==> src/rtl/ring_qual_pkg.sv <==
package ring_qual_pkg;

  typedef enum logic [1:0] {
    RQ_IDLE    = 2'd0,
    RQ_ARMED   = 2'd1,
    RQ_VALID   = 2'd2,
    RQ_INVALID = 2'd3
  } rq_state_e;

  // Silence limit in ticks for a given code: the zero code has its own length,
  // every other code is a multiple of the step length.
  function automatic int silence_limit(input int code, input int step_ticks,
                                       input int code0_ticks);
    if (code == 0) return code0_ticks;
    return code * step_ticks;
  endfunction

  // Width able to hold the largest silence limit.
  function automatic int silence_width(input int code_w, input int step_ticks,
                                       input int code0_ticks);
    int top;
    top = ((1 << code_w) - 1) * step_ticks;
    if (code0_ticks > top) top = code0_ticks;
    return $clog2(top + 1);
  endfunction

endpackage

==> src/rtl/rq_param_hold.sv <==
module rq_param_hold #(
  parameter int START_W = 6,
  parameter int MAX_W   = 4,
  parameter int CODE_W  = 4,
  parameter logic [CODE_W+MAX_W-1:0] CTRL_RST = 8'h16
) (
  input  logic                      clk,
  input  logic                      rst_n,
  input  logic                      idle_i,
  input  logic                      capture_i,
  input  logic [START_W-1:0]        start_live_i,
  input  logic [CODE_W+MAX_W-1:0]   ctrl_live_i,
  output logic [START_W-1:0]        start_eff_o,
  output logic [MAX_W-1:0]          max_eff_o,
  output logic [CODE_W-1:0]         code_eff_o
);
  localparam int CTRL_W = CODE_W + MAX_W;

  logic [START_W-1:0] start_q;
  logic [CTRL_W-1:0]  ctrl_q;
  logic [CTRL_W-1:0]  ctrl_eff;

  // While idle the live fields are in force; a ring runs on the held copy.
  assign ctrl_eff    = idle_i ? ctrl_live_i  : ctrl_q;
  assign start_eff_o = idle_i ? start_live_i : start_q;
  assign code_eff_o  = ctrl_eff[CTRL_W-1 -: CODE_W];
  assign max_eff_o   = ctrl_eff[MAX_W-1:0];

  always_ff @(posedge clk or negedge rst_n) begin
    if (!rst_n) begin
      start_q <= '0;
      ctrl_q  <= CTRL_RST;
    end else if (capture_i && idle_i) begin
      start_q <= start_live_i;
      ctrl_q  <= ctrl_live_i;
    end
  end
endmodule

==> src/rtl/rq_interval_timer.sv <==
module rq_interval_timer #(
  parameter int START_W = 6
) (
  input  logic               clk,
  input  logic               rst_n,
  input  logic               load_i,
  input  logic               tick_i,
  input  logic [START_W-1:0] load_val_i,
  output logic [START_W-1:0] count_o,
  output logic               at_zero_o
);
  logic [START_W-1:0] cnt_q;

  assign count_o   = cnt_q;
  assign at_zero_o = (cnt_q == '0);

  always_ff @(posedge clk or negedge rst_n) begin
    if (!rst_n) begin
      cnt_q <= '0;
    end else if (load_i) begin
      cnt_q <= load_val_i;
    end else if (tick_i && !at_zero_o) begin
      cnt_q <= cnt_q - 1'b1;
    end
  end
endmodule

==> src/rtl/rq_silence_timer.sv <==
module rq_silence_timer #(
  parameter int SIL_W = 10
) (
  input  logic             clk,
  input  logic             rst_n,
  input  logic             active_i,
  input  logic             restart_i,
  input  logic             tick_i,
  input  logic [SIL_W-1:0] limit_i,
  output logic             expire_o
);
  logic [SIL_W-1:0] sil_q;
  logic [SIL_W:0]   sil_next;

  assign sil_next = {1'b0, sil_q} + 1'b1;
  assign expire_o = active_i && tick_i && !restart_i &&
                    (sil_next == {1'b0, limit_i});

  always_ff @(posedge clk or negedge rst_n) begin
    if (!rst_n) begin
      sil_q <= '0;
    end else if (restart_i || !active_i || expire_o) begin
      sil_q <= '0;
    end else if (tick_i) begin
      sil_q <= sil_next[SIL_W-1:0];
    end
  end
endmodule

==> src/rtl/rq_state_ctrl.sv <==
module rq_state_ctrl
  import ring_qual_pkg::*;
(
  input  logic      clk,
  input  logic      rst_n,
  input  logic      crossing_i,
  input  logic      too_fast_i,
  input  logic      expire_i,
  output rq_state_e state_o,
  output logic      over_o
);
  rq_state_e state_q, state_d;
  logic      over_q;

  assign state_o = state_q;
  assign over_o  = over_q;

  always_comb begin
    state_d = state_q;
    if (crossing_i) begin
      unique case (state_q)
        RQ_IDLE:    state_d = RQ_ARMED;
        RQ_ARMED:   state_d = too_fast_i ? RQ_INVALID : RQ_VALID;
        RQ_VALID:   state_d = too_fast_i ? RQ_INVALID : RQ_VALID;
        RQ_INVALID: state_d = RQ_INVALID;
        default:    state_d = RQ_IDLE;
      endcase
    end else if (expire_i) begin
      state_d = RQ_IDLE;
    end
  end

  always_ff @(posedge clk or negedge rst_n) begin
    if (!rst_n) begin
      state_q <= RQ_IDLE;
      over_q  <= 1'b0;
    end else begin
      state_q <= state_d;
      over_q  <= expire_i && !crossing_i;
    end
  end
endmodule

==> src/rtl/ring_freq_qual.sv <==
module ring_freq_qual
  import ring_qual_pkg::*;
#(
  parameter int START_W     = 6,
  parameter int MAX_W       = 4,
  parameter int CODE_W      = 4,
  parameter int STEP_TICKS  = 64,
  parameter int CODE0_TICKS = 40,
  parameter logic [CODE_W+MAX_W-1:0] CTRL_RST = 8'h16
) (
  input  logic                     clk,
  input  logic                     rst_n,
  input  logic                     crossing_i,
  input  logic                     tick_i,
  input  logic [START_W-1:0]       start_val_i,
  input  logic [CODE_W+MAX_W-1:0]  ctrl_i,
  output logic                     ring_valid_o,
  output logic                     ring_invalid_o,
  output logic                     ring_over_o
);
  localparam int SIL_W = silence_width(CODE_W, STEP_TICKS, CODE0_TICKS);

  // Named internal events, visible to the bound checker.
  rq_state_e          state;
  logic               state_idle;
  logic               ring_active;
  logic [START_W-1:0] eff_start;
  logic [MAX_W-1:0]   eff_max;
  logic [CODE_W-1:0]  eff_code;
  logic [SIL_W-1:0]   sil_limit;
  logic [START_W-1:0] ivl_cnt;
  logic               ivl_zero;
  logic               cmp_too_fast;
  logic               sil_expire;

  assign state_idle   = (state == RQ_IDLE);
  assign ring_active  = !state_idle;
  assign sil_limit    = SIL_W'(silence_limit(int'(eff_code), STEP_TICKS, CODE0_TICKS));
  assign cmp_too_fast = (ivl_cnt > START_W'(eff_max));

  rq_param_hold #(
    .START_W (START_W),
    .MAX_W   (MAX_W),
    .CODE_W  (CODE_W),
    .CTRL_RST(CTRL_RST)
  ) u_param (
    .clk         (clk),
    .rst_n       (rst_n),
    .idle_i      (state_idle),
    .capture_i   (crossing_i),
    .start_live_i(start_val_i),
    .ctrl_live_i (ctrl_i),
    .start_eff_o (eff_start),
    .max_eff_o   (eff_max),
    .code_eff_o  (eff_code)
  );

  rq_interval_timer #(.START_W(START_W)) u_ivl (
    .clk       (clk),
    .rst_n     (rst_n),
    .load_i    (crossing_i),
    .tick_i    (tick_i),
    .load_val_i(eff_start),
    .count_o   (ivl_cnt),
    .at_zero_o (ivl_zero)
  );

  rq_silence_timer #(.SIL_W(SIL_W)) u_sil (
    .clk      (clk),
    .rst_n    (rst_n),
    .active_i (ring_active),
    .restart_i(crossing_i),
    .tick_i   (tick_i),
    .limit_i  (sil_limit),
    .expire_o (sil_expire)
  );

  rq_state_ctrl u_ctrl (
    .clk       (clk),
    .rst_n     (rst_n),
    .crossing_i(crossing_i),
    .too_fast_i(cmp_too_fast),
    .expire_i  (sil_expire),
    .state_o   (state),
    .over_o    (ring_over_o)
  );

  assign ring_valid_o   = (state == RQ_VALID);
  assign ring_invalid_o = (state == RQ_INVALID);
endmodule

==> config.mk <==
export PLATFORM = sky130hd
export DESIGN_NAME = ring_freq_qual
export DESIGN_NICKNAME = d
export VERILOG_FILES = /design/src/rtl/ring_qual_pkg.sv /design/src/rtl/rq_param_hold.sv /design/src/rtl/rq_interval_timer.sv /design/src/rtl/rq_silence_timer.sv /design/src/rtl/rq_state_ctrl.sv /design/src/rtl/ring_freq_qual.sv
export SDC_FILE = /design/constraint.sdc
export NUM_CORES = 1
export LEC_CHECK = 0
export BUFFER_PORTS_ARGS = -buffer_cell sky130_fd_sc_hd__buf_2
export CORE_ASPECT_RATIO = 0.7
export CORE_UTILIZATION = 55
export CTS_CLUSTER_DIAMETER = 40
export DETAILED_ROUTE_END_ITERATION = 7
export PLACE_DENSITY = 0.74
export SLEW_MARGIN = 20
export SYNTH_ARGS = -nofsm -noshare
export SYNTH_HDL_FRONTEND = slang
export SYNTH_HIERARCHICAL = 1
export SYNTH_SLANG_ARGS = --single-unit
==> constraint.sdc <==
create_clock -name clk -period 7.57 [get_ports clk]
set_input_delay 0.757 -clock clk [delete_from_list [all_inputs] [get_ports clk]]
set_output_delay 0.757 -clock clk [all_outputs]
set_load 0.02 [all_outputs]
==> run metrics <==
Post-CTS Resized 0; RSZ-0062 raised after global routing false; most common cell in the netlist dfrtp_1; reg2reg path depth 11; met1 WL roughly 2400 microns; ys flop type dfrtp_1; PD cells ~320 nW/um^2; TritonRoute pass-1 iters 4; P_leak between 1 and 1.5 nW; DRT iter0 DRCs 100; max cap viols 0; H-tree levels 2; drt via density between 5 and 6; post-route antenna net violation count 0; Starting Density between 50% and 60%; Filler cells approximately 340; Final Hold Viols 0; GRT Total Usage between 20% and 30%; post-synthesis sequential area ratio 35.2%; Row Count 19; Setup-failing EPs final 0; largest net degree at the start of global routing 34; Syn Inst Count approximately 230; met3 wire len about 420 microns; vias in the first global route about 1,700; synthesis-to-layout area growth 7.32%; worst skew pair latency just under 0.3 ns; aggregate global routing overflow 0; post-layout util around 63%; FF+latch count, synth 33; TNS Setup 0 ns; Area contributors post-synth dfrtp_1 (32%), mux2_2 (9.1%), mux2_4 (6.4%); FF-to-FF End u_ctrl/state_o[0]; FF-to-FF Start u_ctrl/state_o[1]; skew final between 0.005 and 0.006 ns; Hold Startpoint u_param/ctrl_q[7]; routed wire length around 5000 microns; Die Y 56.8 microns; drt wl/cell 16.6 microns; hold_buf cts 0; final worst-path setup slack approximately 3.8 ns; max-slew violations 0; worst hold stages 1; number of synthesized flops with an enable pin 0; initial antenna violation count 0; gp weighted congestion approximately 0.86; Met2 Wirelength 2110 microns; Post-synth ARST share 100%; Detail Placement HPWL 3660 microns; multi-input logic area 1410 sq um; outcome completed; CTS tree built; DRC violations left 0; endpoint type of the worst setup path register; CTS sink cnt 33; Die X roughly 80 microns; fin crit share about half; highest routed metal layer met4; WHS Endpoint u_param/ctrl_q[7]; kind of critical path reg -> reg; Slowest Stage Delay on Critical Path around 0.6 ns; Placement Setup Slack approximately 3.8 ns; Max clock buf depth 2; syn avg cell area between 10 and 15 sq um; Clock Tree Root clkbuf_8; HP Class reg -> reg; # diodes 0; VDD IR max just over 0.2 mV; fmax 0.265 GHz; area taken by flip-flops and latches 830 sq um; CP Cell Sequence or2_2 > inv_1 > mux2_2 > nor4_1 > xor2_2 > xnor2_1 > nor4_2 > nand4bb_1 > nor3b_1 > nand2b_1 > mux2i_1; Ports 21; cell taking the most area after synthesis dfrtp_1; worst-margin pin slew ~0.78 ns; Setup crit start kind register; CTS Buf Count 5; R2R Setup Slk around 3.8 ns; worst path required time just under 8 ns; critical path peak fanout 15; Yosys warnings 6; global-route wire length before repair 8420 microns; CP arrival slightly below 4 ns; Yosys cell types 58; buffer count from post-CTS setup fixing 0; synth cell count leaders dfrtp_1 (30), mux2_2 (19), nand2_1 (19); share of the synthesized area in the top cell type a little under a third; share of cells above drive strength 1 approximately 28%; via count approximately 1,800; Crit-path slowest cell nor4_1; number of port buffers 20; Synth Cell Area about 2400 sq um; Slew headroom 47.8%; crit path time final 3.78 ns; fin nets approximately 280; die area roughly 4600 sq um; clock slew at reported path FFs approximately 0.070 ns; Core ar. around 4000 sq um
-- where the power goes --
group / internal, mW / switching, mW / total, mW
registers: 0.240 / 0.0511 / 0.291
logic: 0.198 / 0.188 / 0.386
clock network: 0.0653 / 0.0646 / 0.130
total: 0.503 / 0.304 / 0.807
-- layout by cell type (no fill, tap or decap), types with 8 or more instances in the layout --
| cell | n |
|---|---|
| dfrtp_1 | 30 |
| buf_2 | 20 |
| xnor2_1 | 9 |
| mux2_4 | 10 |
| mux2_2 | 19 |
| inv_1 | 11 |
| nand2_1 | 19 |
| ha_1 | 9 |
| xor2_1 | 8 |
| a21oi_1 | 16 |
-- registers in the layout, summed over array words and instances (netlist names) --
name / flops
u_ivl/count_o: 6
u_ctrl/over_o: 1
u_sil/sil_q: 10
u_ctrl/state_o: 2
u_param/start_q: 6
u_param/ctrl_q: 8
-- final cells by class --
class	instances	share of cell area [%]
Clock buffer	8	3.16
Inverter	12	1.78
Tap cell	52	2.57
Sequential cell	33	32.8
Timing Repair Buffer	21	4.25
Multi-Input combinational cell	177	55.5
-- worst max-delay path by stage --
stage,cells after the start,end,from
final,11,u_ctrl/state_o[0],u_ctrl/state_o[1]
after global routing,11,u_ctrl/state_o[0],u_ctrl/state_o[1]
after CTS,11,u_ctrl/state_o[0],u_ctrl/state_o[1]
after detailed placement,11,u_ctrl/state_o[0],u_ctrl/state_o[1]
after global placement,11,u_ctrl/state_o[0],u_ctrl/state_o[1]
after floorplan,13,u_ctrl/state_o[0],u_ctrl/state_o[1]
-- layer usage --
metal / GRT usage [%] / vias to the layer above
met5: 0 / -
met4: 7.91 / 0
met3: 5.85 / 7
met2: 35.9 / 70
met1: 37.1 / 836
li1: - / 863
-- worst max-delay path: cells and delay by family, from the launching register on --
| kind | cells | cell delay (ns) |
|---|---|---|
| XOR/XNOR | 2 | 0.32 |
| flip-flops | 1 | 0.43 |
| multiplexers | 2 | 0.49 |
| buffers and inverters | 1 | 0.47 |
| AND/OR/NAND/NOR | 6 | 1.93 |
-- metrics by stage --
step	cell area (sq um)	hold slack (ns)	std cells	total power, mW
after floorplan	2370	0.461	238	0.597
after global routing	2530	0.529	303	0.862
after CTS	2530	0.512	303	0.809
after global placement	2450	0.482	295	0.657
final	2530	0.509	303	0.807
after detailed placement	2450	0.489	295	0.675
-- logic make-up after synthesis --
family | share of synthesized area, %
muxes | 15.9
DFF | 35.2
AOI/OAI and AO/OA | 13.4
xor gates and xnor gates | 7.00
buffers and inverters | 5.94
other | 0.159
adders and majority gates | 4.77
and+or+nand+nor | 17.7
(Power assumes the default switching activity.)
